==> src/rtl/flash_cmd_pkg.sv <==
package flash_cmd_pkg;

    typedef enum logic [2:0] {
        ST_IDLE,
        ST_ARM_PROG,
        ST_ARM_ERASE,
        ST_BUSY_PROG,
        ST_BUSY_ERASE
    } seq_state_e;

    typedef enum logic {
        RD_ARRAY,
        RD_STATUS
    } rd_sel_e;

    localparam logic [7:0] CMD_READ_ARRAY    = 8'hFF;
    localparam logic [7:0] CMD_READ_STATUS   = 8'h70;
    localparam logic [7:0] CMD_CLEAR_STATUS  = 8'h50;
    localparam logic [7:0] CMD_PROGRAM       = 8'h40;
    localparam logic [7:0] CMD_ERASE         = 8'h20;
    localparam logic [7:0] CMD_ERASE_CONFIRM = 8'hD0;

    localparam int SR_READY     = 7;
    localparam int SR_ERASE_ERR = 5;
    localparam int SR_PROG_ERR  = 4;

    localparam logic [7:0] STATUS_RESET = 8'h80;

endpackage

==> src/rtl/flash_busy_timer.sv <==
module flash_busy_timer #(
    parameter int PROG_CYCLES  = 4,
    parameter int ERASE_CYCLES = 10
) (
    input  logic clk,
    input  logic rst_n,
    input  logic start_i,
    input  logic erase_i,
    output logic busy_o,
    output logic done_o
);
    localparam int MAX_CYCLES = (PROG_CYCLES > ERASE_CYCLES) ? PROG_CYCLES : ERASE_CYCLES;
    localparam int CNT_W      = $clog2(MAX_CYCLES + 1);

    typedef struct packed {
        logic [CNT_W-1:0] cnt;
    } tmr_t;

    tmr_t t_d, t_q;

    always_comb begin
        t_d = t_q;
        if (start_i) begin
            t_d.cnt = erase_i ? CNT_W'(ERASE_CYCLES) : CNT_W'(PROG_CYCLES);
        end else if (t_q.cnt != '0) begin
            t_d.cnt = t_q.cnt - 1'b1;
        end
    end

    always_ff @(posedge clk) begin
        if (!rst_n) t_q <= '0;
        else        t_q <= t_d;
    end

    assign busy_o = (t_q.cnt != '0);
    assign done_o = (t_q.cnt == CNT_W'(1));


    no_restart_chk: assert property (@(posedge clk) disable iff (!rst_n)
        start_i |-> (t_q.cnt == '0));


    cnt_range_chk: assert property (@(posedge clk) disable iff (!rst_n)
        t_q.cnt <= CNT_W'(MAX_CYCLES));

endmodule

==> src/rtl/flash_array_model.sv <==
module flash_array_model #(
    parameter int ADDR_W = 6,
    parameter int BLK_W  = 4
) (
    input  logic              clk,
    input  logic              rst_n,
    input  logic [ADDR_W-1:0] cpu_addr,
    input  logic [ADDR_W-1:0] op_addr,
    input  logic              prog_en,
    input  logic              erase_en,
    input  logic [7:0]        prog_data,
    output logic [7:0]        cpu_byte,
    output logic [7:0]        op_byte
);
    localparam int DEPTH = 1 << ADDR_W;

    logic [7:0] mem_d [DEPTH];
    logic [7:0] mem_q [DEPTH];

    always_comb begin
        mem_d = mem_q;
        for (int i = 0; i < DEPTH; i++) begin
            if (erase_en && ((ADDR_W'(i) >> BLK_W) == (op_addr >> BLK_W))) begin
                mem_d[i] = 8'hFF;
            end
        end
        if (prog_en) begin
            mem_d[op_addr] = mem_q[op_addr] & prog_data;
        end
    end

    always_ff @(posedge clk) begin
        if (!rst_n) begin
            for (int i = 0; i < DEPTH; i++) mem_q[i] <= 8'hFF;
        end else begin
            mem_q <= mem_d;
        end
    end

    assign cpu_byte = mem_q[cpu_addr];
    assign op_byte  = mem_q[op_addr];


    single_op_chk: assert property (@(posedge clk) disable iff (!rst_n)
        !(prog_en && erase_en));


    erase_fill_chk: assert property (@(posedge clk) disable iff (!rst_n)
        erase_en |=> (op_byte == 8'hFF));

endmodule

==> src/rtl/flash_seq_ctrl.sv <==
module flash_seq_ctrl
    import flash_cmd_pkg::*;
#(
    parameter int ADDR_W = 6
) (
    input  logic              clk,
    input  logic              rst_n,
    input  logic              rewrite_en,
    input  logic              cpu_wr,
    input  logic              cpu_rd,
    input  logic [ADDR_W-1:0] cpu_addr,
    input  logic [7:0]        cpu_wdata,
    input  logic [7:0]        cpu_byte,
    input  logic [7:0]        op_byte,
    input  logic              tmr_done,
    output logic              tmr_start,
    output logic              tmr_erase,
    output logic              prog_en,
    output logic              erase_en,
    output logic [ADDR_W-1:0] op_addr,
    output logic [7:0]        op_data,
    output logic [7:0]        rdata,
    output logic [7:0]        status
);
    typedef struct packed {
        seq_state_e        st;
        rd_sel_e           rsel;
        logic [7:0]        status;
        logic [ADDR_W-1:0] addr;
        logic [7:0]        data;
        logic [7:0]        rdata;
    } ctl_t;

    ctl_t c_d, c_q;
    logic busy_state;
    logic wr_ok;

    assign busy_state = (c_q.st == ST_BUSY_PROG) || (c_q.st == ST_BUSY_ERASE);
    assign wr_ok      = cpu_wr && rewrite_en && !busy_state;

    always_comb begin
        c_d       = c_q;
        tmr_start = 1'b0;
        tmr_erase = 1'b0;
        prog_en   = 1'b0;
        erase_en  = 1'b0;

        if (cpu_rd) begin
            c_d.rdata = (c_q.rsel == RD_STATUS) ? c_q.status : cpu_byte;
        end

        unique case (c_q.st)
            ST_IDLE: begin
                if (wr_ok) begin
                    case (cpu_wdata)
                        CMD_READ_ARRAY:   c_d.rsel = RD_ARRAY;
                        CMD_READ_STATUS:  c_d.rsel = RD_STATUS;
                        CMD_CLEAR_STATUS: begin
                            c_d.status[SR_ERASE_ERR] = 1'b0;
                            c_d.status[SR_PROG_ERR]  = 1'b0;
                        end
                        CMD_PROGRAM:      c_d.st = ST_ARM_PROG;
                        CMD_ERASE:        c_d.st = ST_ARM_ERASE;
                        default:          ;
                    endcase
                end
            end
            ST_ARM_PROG: begin
                if (wr_ok) begin
                    c_d.addr             = cpu_addr;
                    c_d.data             = cpu_wdata;
                    c_d.st               = ST_BUSY_PROG;
                    c_d.rsel             = RD_STATUS;
                    c_d.status[SR_READY] = 1'b0;
                    tmr_start            = 1'b1;
                end
            end
            ST_ARM_ERASE: begin
                if (wr_ok) begin
                    if (cpu_wdata == CMD_ERASE_CONFIRM) begin
                        c_d.addr             = cpu_addr;
                        c_d.st               = ST_BUSY_ERASE;
                        c_d.rsel             = RD_STATUS;
                        c_d.status[SR_READY] = 1'b0;
                        tmr_start            = 1'b1;
                        tmr_erase            = 1'b1;
                    end else begin
                        c_d.status[SR_ERASE_ERR] = 1'b1;
                        c_d.status[SR_PROG_ERR]  = 1'b1;
                        c_d.st                   = ST_IDLE;
                    end
                end
            end
            ST_BUSY_PROG: begin
                if (tmr_done) begin
                    prog_en              = 1'b1;
                    c_d.status[SR_READY] = 1'b1;
                    if ((op_byte & c_q.data) != c_q.data) begin
                        c_d.status[SR_PROG_ERR] = 1'b1;
                    end
                    c_d.st = ST_IDLE;
                end
            end
            ST_BUSY_ERASE: begin
                if (tmr_done) begin
                    erase_en             = 1'b1;
                    c_d.status[SR_READY] = 1'b1;
                    c_d.st               = ST_IDLE;
                end
            end
            default: c_d.st = ST_IDLE;
        endcase
    end

    always_ff @(posedge clk) begin
        if (!rst_n) begin
            c_q        <= '0;
            c_q.st     <= ST_IDLE;
            c_q.rsel   <= RD_ARRAY;
            c_q.status <= STATUS_RESET;
        end else begin
            c_q <= c_d;
        end
    end

    assign op_addr = c_q.addr;
    assign op_data = c_q.data;
    assign rdata   = c_q.rdata;
    assign status  = c_q.status;


    reserved_zero_chk: assert property (@(posedge clk) disable iff (!rst_n)
        (c_q.status[6] == 1'b0) && (c_q.status[3:0] == 4'h0));


    disabled_wr_chk: assert property (@(posedge clk) disable iff (!rst_n)
        (cpu_wr && !rewrite_en && !busy_state)
        |=> ($stable(c_q.st) && $stable(c_q.rsel) && $stable(c_q.status)));


    clear_err_chk: assert property (@(posedge clk) disable iff (!rst_n)
        (wr_ok && c_q.st == ST_IDLE && cpu_wdata == CMD_CLEAR_STATUS)
        |=> (c_q.status[5:4] == 2'b00 && c_q.status[7] == $past(c_q.status[7])));


    prog_start_chk: assert property (@(posedge clk) disable iff (!rst_n)
        (wr_ok && c_q.st == ST_ARM_PROG)
        |=> (c_q.st == ST_BUSY_PROG && c_q.rsel == RD_STATUS && !c_q.status[7]));


    bad_confirm_chk: assert property (@(posedge clk) disable iff (!rst_n)
        (wr_ok && c_q.st == ST_ARM_ERASE && cpu_wdata != CMD_ERASE_CONFIRM)
        |=> (c_q.status[5:4] == 2'b11 && c_q.st == ST_IDLE));


    status_hold_chk: assert property (@(posedge clk) disable iff (!rst_n)
        (c_q.rsel == RD_STATUS && !(wr_ok && c_q.st == ST_IDLE && cpu_wdata == CMD_READ_ARRAY))
        |=> (c_q.rsel == RD_STATUS));

endmodule

==> src/rtl/flash_cmd_ctrl.sv <==
module flash_cmd_ctrl #(
    parameter int ADDR_W       = 6,
    parameter int BLK_W        = 4,
    parameter int PROG_CYCLES  = 4,
    parameter int ERASE_CYCLES = 10
) (
    input  logic              clk,
    input  logic              rst_n,
    input  logic              rewrite_en,
    input  logic [ADDR_W-1:0] cpu_addr,
    input  logic [7:0]        cpu_wdata,
    input  logic              cpu_wr,
    input  logic              cpu_rd,
    output logic [7:0]        cpu_rdata,
    output logic              ready_o
);
    logic              tmr_start, tmr_erase, tmr_busy, tmr_done;
    logic              prog_en, erase_en;
    logic [ADDR_W-1:0] op_addr;
    logic [7:0]        op_data, cpu_byte, op_byte, status;

    flash_seq_ctrl #(.ADDR_W(ADDR_W)) seq_i (
        .clk        (clk),
        .rst_n      (rst_n),
        .rewrite_en (rewrite_en),
        .cpu_wr     (cpu_wr),
        .cpu_rd     (cpu_rd),
        .cpu_addr   (cpu_addr),
        .cpu_wdata  (cpu_wdata),
        .cpu_byte   (cpu_byte),
        .op_byte    (op_byte),
        .tmr_done   (tmr_done),
        .tmr_start  (tmr_start),
        .tmr_erase  (tmr_erase),
        .prog_en    (prog_en),
        .erase_en   (erase_en),
        .op_addr    (op_addr),
        .op_data    (op_data),
        .rdata      (cpu_rdata),
        .status     (status)
    );

    flash_busy_timer #(
        .PROG_CYCLES  (PROG_CYCLES),
        .ERASE_CYCLES (ERASE_CYCLES)
    ) tmr_i (
        .clk     (clk),
        .rst_n   (rst_n),
        .start_i (tmr_start),
        .erase_i (tmr_erase),
        .busy_o  (tmr_busy),
        .done_o  (tmr_done)
    );

    flash_array_model #(
        .ADDR_W (ADDR_W),
        .BLK_W  (BLK_W)
    ) arr_i (
        .clk       (clk),
        .rst_n     (rst_n),
        .cpu_addr  (cpu_addr),
        .op_addr   (op_addr),
        .prog_en   (prog_en),
        .erase_en  (erase_en),
        .prog_data (op_data),
        .cpu_byte  (cpu_byte),
        .op_byte   (op_byte)
    );

    assign ready_o = !tmr_busy;


    ready_track_chk: assert property (@(posedge clk) disable iff (!rst_n)
        ready_o == status[7]);

endmodule

==> config.mk <==
export PLATFORM = sky130hd
export DESIGN_NAME = flash_cmd_ctrl
export DESIGN_NICKNAME = d
export VERILOG_FILES = /design/src/rtl/flash_cmd_pkg.sv /design/src/rtl/flash_busy_timer.sv /design/src/rtl/flash_array_model.sv /design/src/rtl/flash_seq_ctrl.sv /design/src/rtl/flash_cmd_ctrl.sv
export SDC_FILE = /design/constraint.sdc
export NUM_CORES = 1
export LEC_CHECK = 0
export CAP_MARGIN = 10
export CORE_UTILIZATION = 35
export CTS_CLUSTER_SIZE = 24
export DETAILED_ROUTE_END_ITERATION = 6
export SLEW_MARGIN = 0
export SYNTH_ARGS = -nofsm -noshare
export SYNTH_HDL_FRONTEND = slang
export SYNTH_SLANG_ARGS = --single-unit
==> constraint.sdc <==
create_clock -name clk -period 4.2 [get_ports clk]
set_input_delay 0.84 -clock clk [delete_from_list [all_inputs] [get_ports clk]]
set_output_delay 0.84 -clock clk [all_outputs]
set_load 0.02 [all_outputs]
==> qor.yml <==
status: "completed"
die_w_um: 294
fin_nets: 3322
nFillCells: 8321
whs_path_depth: 2
hold_viol: 0
drc: 0
critPathKind: "reg2reg"
rsz0062_at_grt: "false"
finalInstanceArea_mm2: 0.0336
synth-seq-cells: 545
cts_setup_buffers: 0
setup_viol: 0
syn_area_mm2: 0.0298
clockBufferDepth: 3
rows: 106
coreArea_mm2: 0.0840
portBuffers: 27
peakVddDrop_mv: 0.299
grt_usage_pct: 27.0
mostFrequentLayoutCells: "nand2_1 (756), dfxtp_1 (541), o31ai_1 (326)"
syn_area_per_cell_um2: 8.82
holdBufCountCts: 0
grt_pass1_wl_um: 175000
cts_tree: "done"
startpoint_type: "flop"
gp_congestion: 1.03
wire_per_inst_um: 26.5
min_period_ps: 4020
clkSinkCount: 545
initial_core_util_pct: 35.5
clkLatencyLatePin_ps: 660
required_ps: 4680
grt_overflow: 0
power.density_mw_per_mm2: 324
die_h_um: 294
dpl.hpwl_um: 81100
synth_edf_count: 0
slew-limit-headroom_pct: 16.0
p_leak_nw: 11.1
synth_cell_types: 73
antenna_left: 0
postSynthCellCount: 3377
ys_seq_area_share_pct: 36.6
final_common_cell: "nand2_1"
max_freq_mhz: 249
routed_wl_um: 119000
vias_per_cell: 6.16
finalCritPeriodShare_pct: 95.7
fin_tns_setup_ps: 0
ys.flop_type: "dfxtp_1"
drtIter0Drc: 3524
worst_pin_slew_ps: 1260
r2r_cells: 10
clk_pin_slew_worst_paths_ps: 70
root_buffer: "clkbuf_16"
antenna_found_initial: 3
grt_max_degree: 129
placed_cell_area_mm2: 0.0318
drv_slew: 0
arrival_ps: 4500
vias: 27600
numCtsBuffers: 60
synth_nets: 3399
ios: 28
area_growth_pct: 12.9
skew_ps: 29.4
cts_max_level: 2
grt_pass1_vias: 25200
dieArea_mm2: 0.0863
setup.worst_path.end_class: "flop"
first_pass_iters: 6
drive_gt1_share_pct: 17.8
crit_fanout: 48
ctsResizeCount: 0
async_reset_ff_share_pct: 0
maxCapViolCount: 0
hold_class: "reg2reg"
yosysWarnings: 0
-- cell usage after synthesis, types with 5 or more instances --
cell | instances | area share, %
inv_1 | 9 | 0.11
nor3_1 | 243 | 4.1
nand2_2 | 30 | 0.63
o211ai_1 | 5 | 0.13
o21ai_1 | 13 | 0.22
nand2_1 | 756 | 9.5
a21o_1 | 17 | 0.43
and3_1 | 11 | 0.23
buf_4 | 12 | 0.30
mux4_2 | 220 | 17
o21ai_0 | 188 | 3.2
nand3_1 | 25 | 0.42
a21boi_0 | 8 | 0.20
o32ai_1 | 6 | 0.18
nand4_1 | 5 | 0.11
nor2_1 | 195 | 2.5
o22ai_1 | 15 | 0.32
nor3b_1 | 11 | 0.28
a221o_1 | 6 | 0.20
dfxtp_1 | 545 | 37
nor2b_1 | 18 | 0.38
buf_2 | 93 | 1.6
buf_1 | 39 | 0.49
a211oi_1 | 5 | 0.13
buf_6 | 10 | 0.38
nand3b_1 | 8 | 0.20
clkbuf_1 | 212 | 2.7
a31oi_1 | 12 | 0.25
a32o_1 | 5 | 0.17
a221oi_1 | 21 | 0.62
mux2i_1 | 99 | 3.3
a22o_1 | 12 | 0.35
o31ai_1 | 326 | 8.2
a22oi_1 | 21 | 0.53
a21oi_1 | 80 | 1.3
mux2_2 | 20 | 0.76
nand2b_1 | 7 | 0.15
-- cell families after synthesis --
group                    synth area share (%)
multiplexers                             20.8
flip-flops                               36.6
adder cells (fa/ha/maj)                 0.126
XOR/XNOR                                0.147
AO/OA/AOI/OAI                            17.7
buffers and inverters                    5.52
AND/OR/NAND/NOR                          19.0
-- critical path, stage by stage (launching register included) --
cell      delay, ps
dfxtp_4         800
buf_4           270
nand2b_1        430
buf_4           250
o22ai_1          80
o31ai_1         510
o211ai_1        260
o41a_2          570
buf_12          220
nor3_1          230
o21ai_0         120
-- routing by layer --
metal,share of wire (%),up-vias,global-route usage (%)
li1,-,12200,-
met1,40,13400,36.0
met2,42,1607,39.1
met3,12,343,7.38
met4,6.4,6,14.9
met5,0.042,-,0
-- per-stage QoR --
step / instances / setup slack [ps] / power [W] / hold WS [ps] / utilization [%]
5_1_grt: 4477 / 248 / 0.0112 / 529 / 40.1
2_1_floorplan: 3377 / 779 / 0.00567 / 440 / -
6_report: 4479 / 181 / 0.0109 / 477 / 40.1
4_1_cts: 4476 / 459 / 0.0109 / 484 / 40.0
3_5_place_dp: 4371 / 519 / 0.00584 / 466 / 37.8
3_3_place_gp: 4371 / 456 / 0.00584 / 465 / 37.8
-- registers in the layout, indices dropped and copies added (netlist names) --
name and flops:
arr_i.mem_q 512, seq_i.op_data 8, seq_i.rdata 8, seq_i.op_addr 6
seq_i.c_q 4, tmr_i.t_q 4, seq_i.status 3
-- path summary, 6_finish.rpt --
check / startpoint / end / slack, ps
max: seq_i.op_addr[1]$_SDFFE_PN0P_ / arr_i.mem_q[412]$_SDFF_PN1_ / 180
min: seq_i.status[7]$_SDFFE_PN1P_ / seq_i.status[7]$_SDFFE_PN1P_ / 480
max reg2reg: seq_i.op_addr[1]$_SDFFE_PN0P_ / arr_i.mem_q[412]$_SDFF_PN1_ / 180
min reg2reg: seq_i.status[7]$_SDFFE_PN1P_ / seq_i.status[7]$_SDFFE_PN1P_ / 480
-- report_power, final --
group | internal, W | switching [W]
sequential | 0.00519 | 0.0000280
clock | 0.00290 | 0.00227
combinational | 0.000206 | 0.000298
-- cell type report --
cell class / instances / area (µm²) / area share [%]
antenna: 2 / 5.00 / 0.0149
clock buffer: 91 / 1750 / 5.20
clock inverter: 14 / 116 / 0.346
inverter: 9 / 33.8 / 0.100
multi-input combinational: 2457 / 17300 / 51.5
sequential: 545 / 10900 / 32.5
tap: 1134 / 1420 / 4.22
timing repair buffer: 227 / 2080 / 6.18
Power figures use the tool's default switching activity.
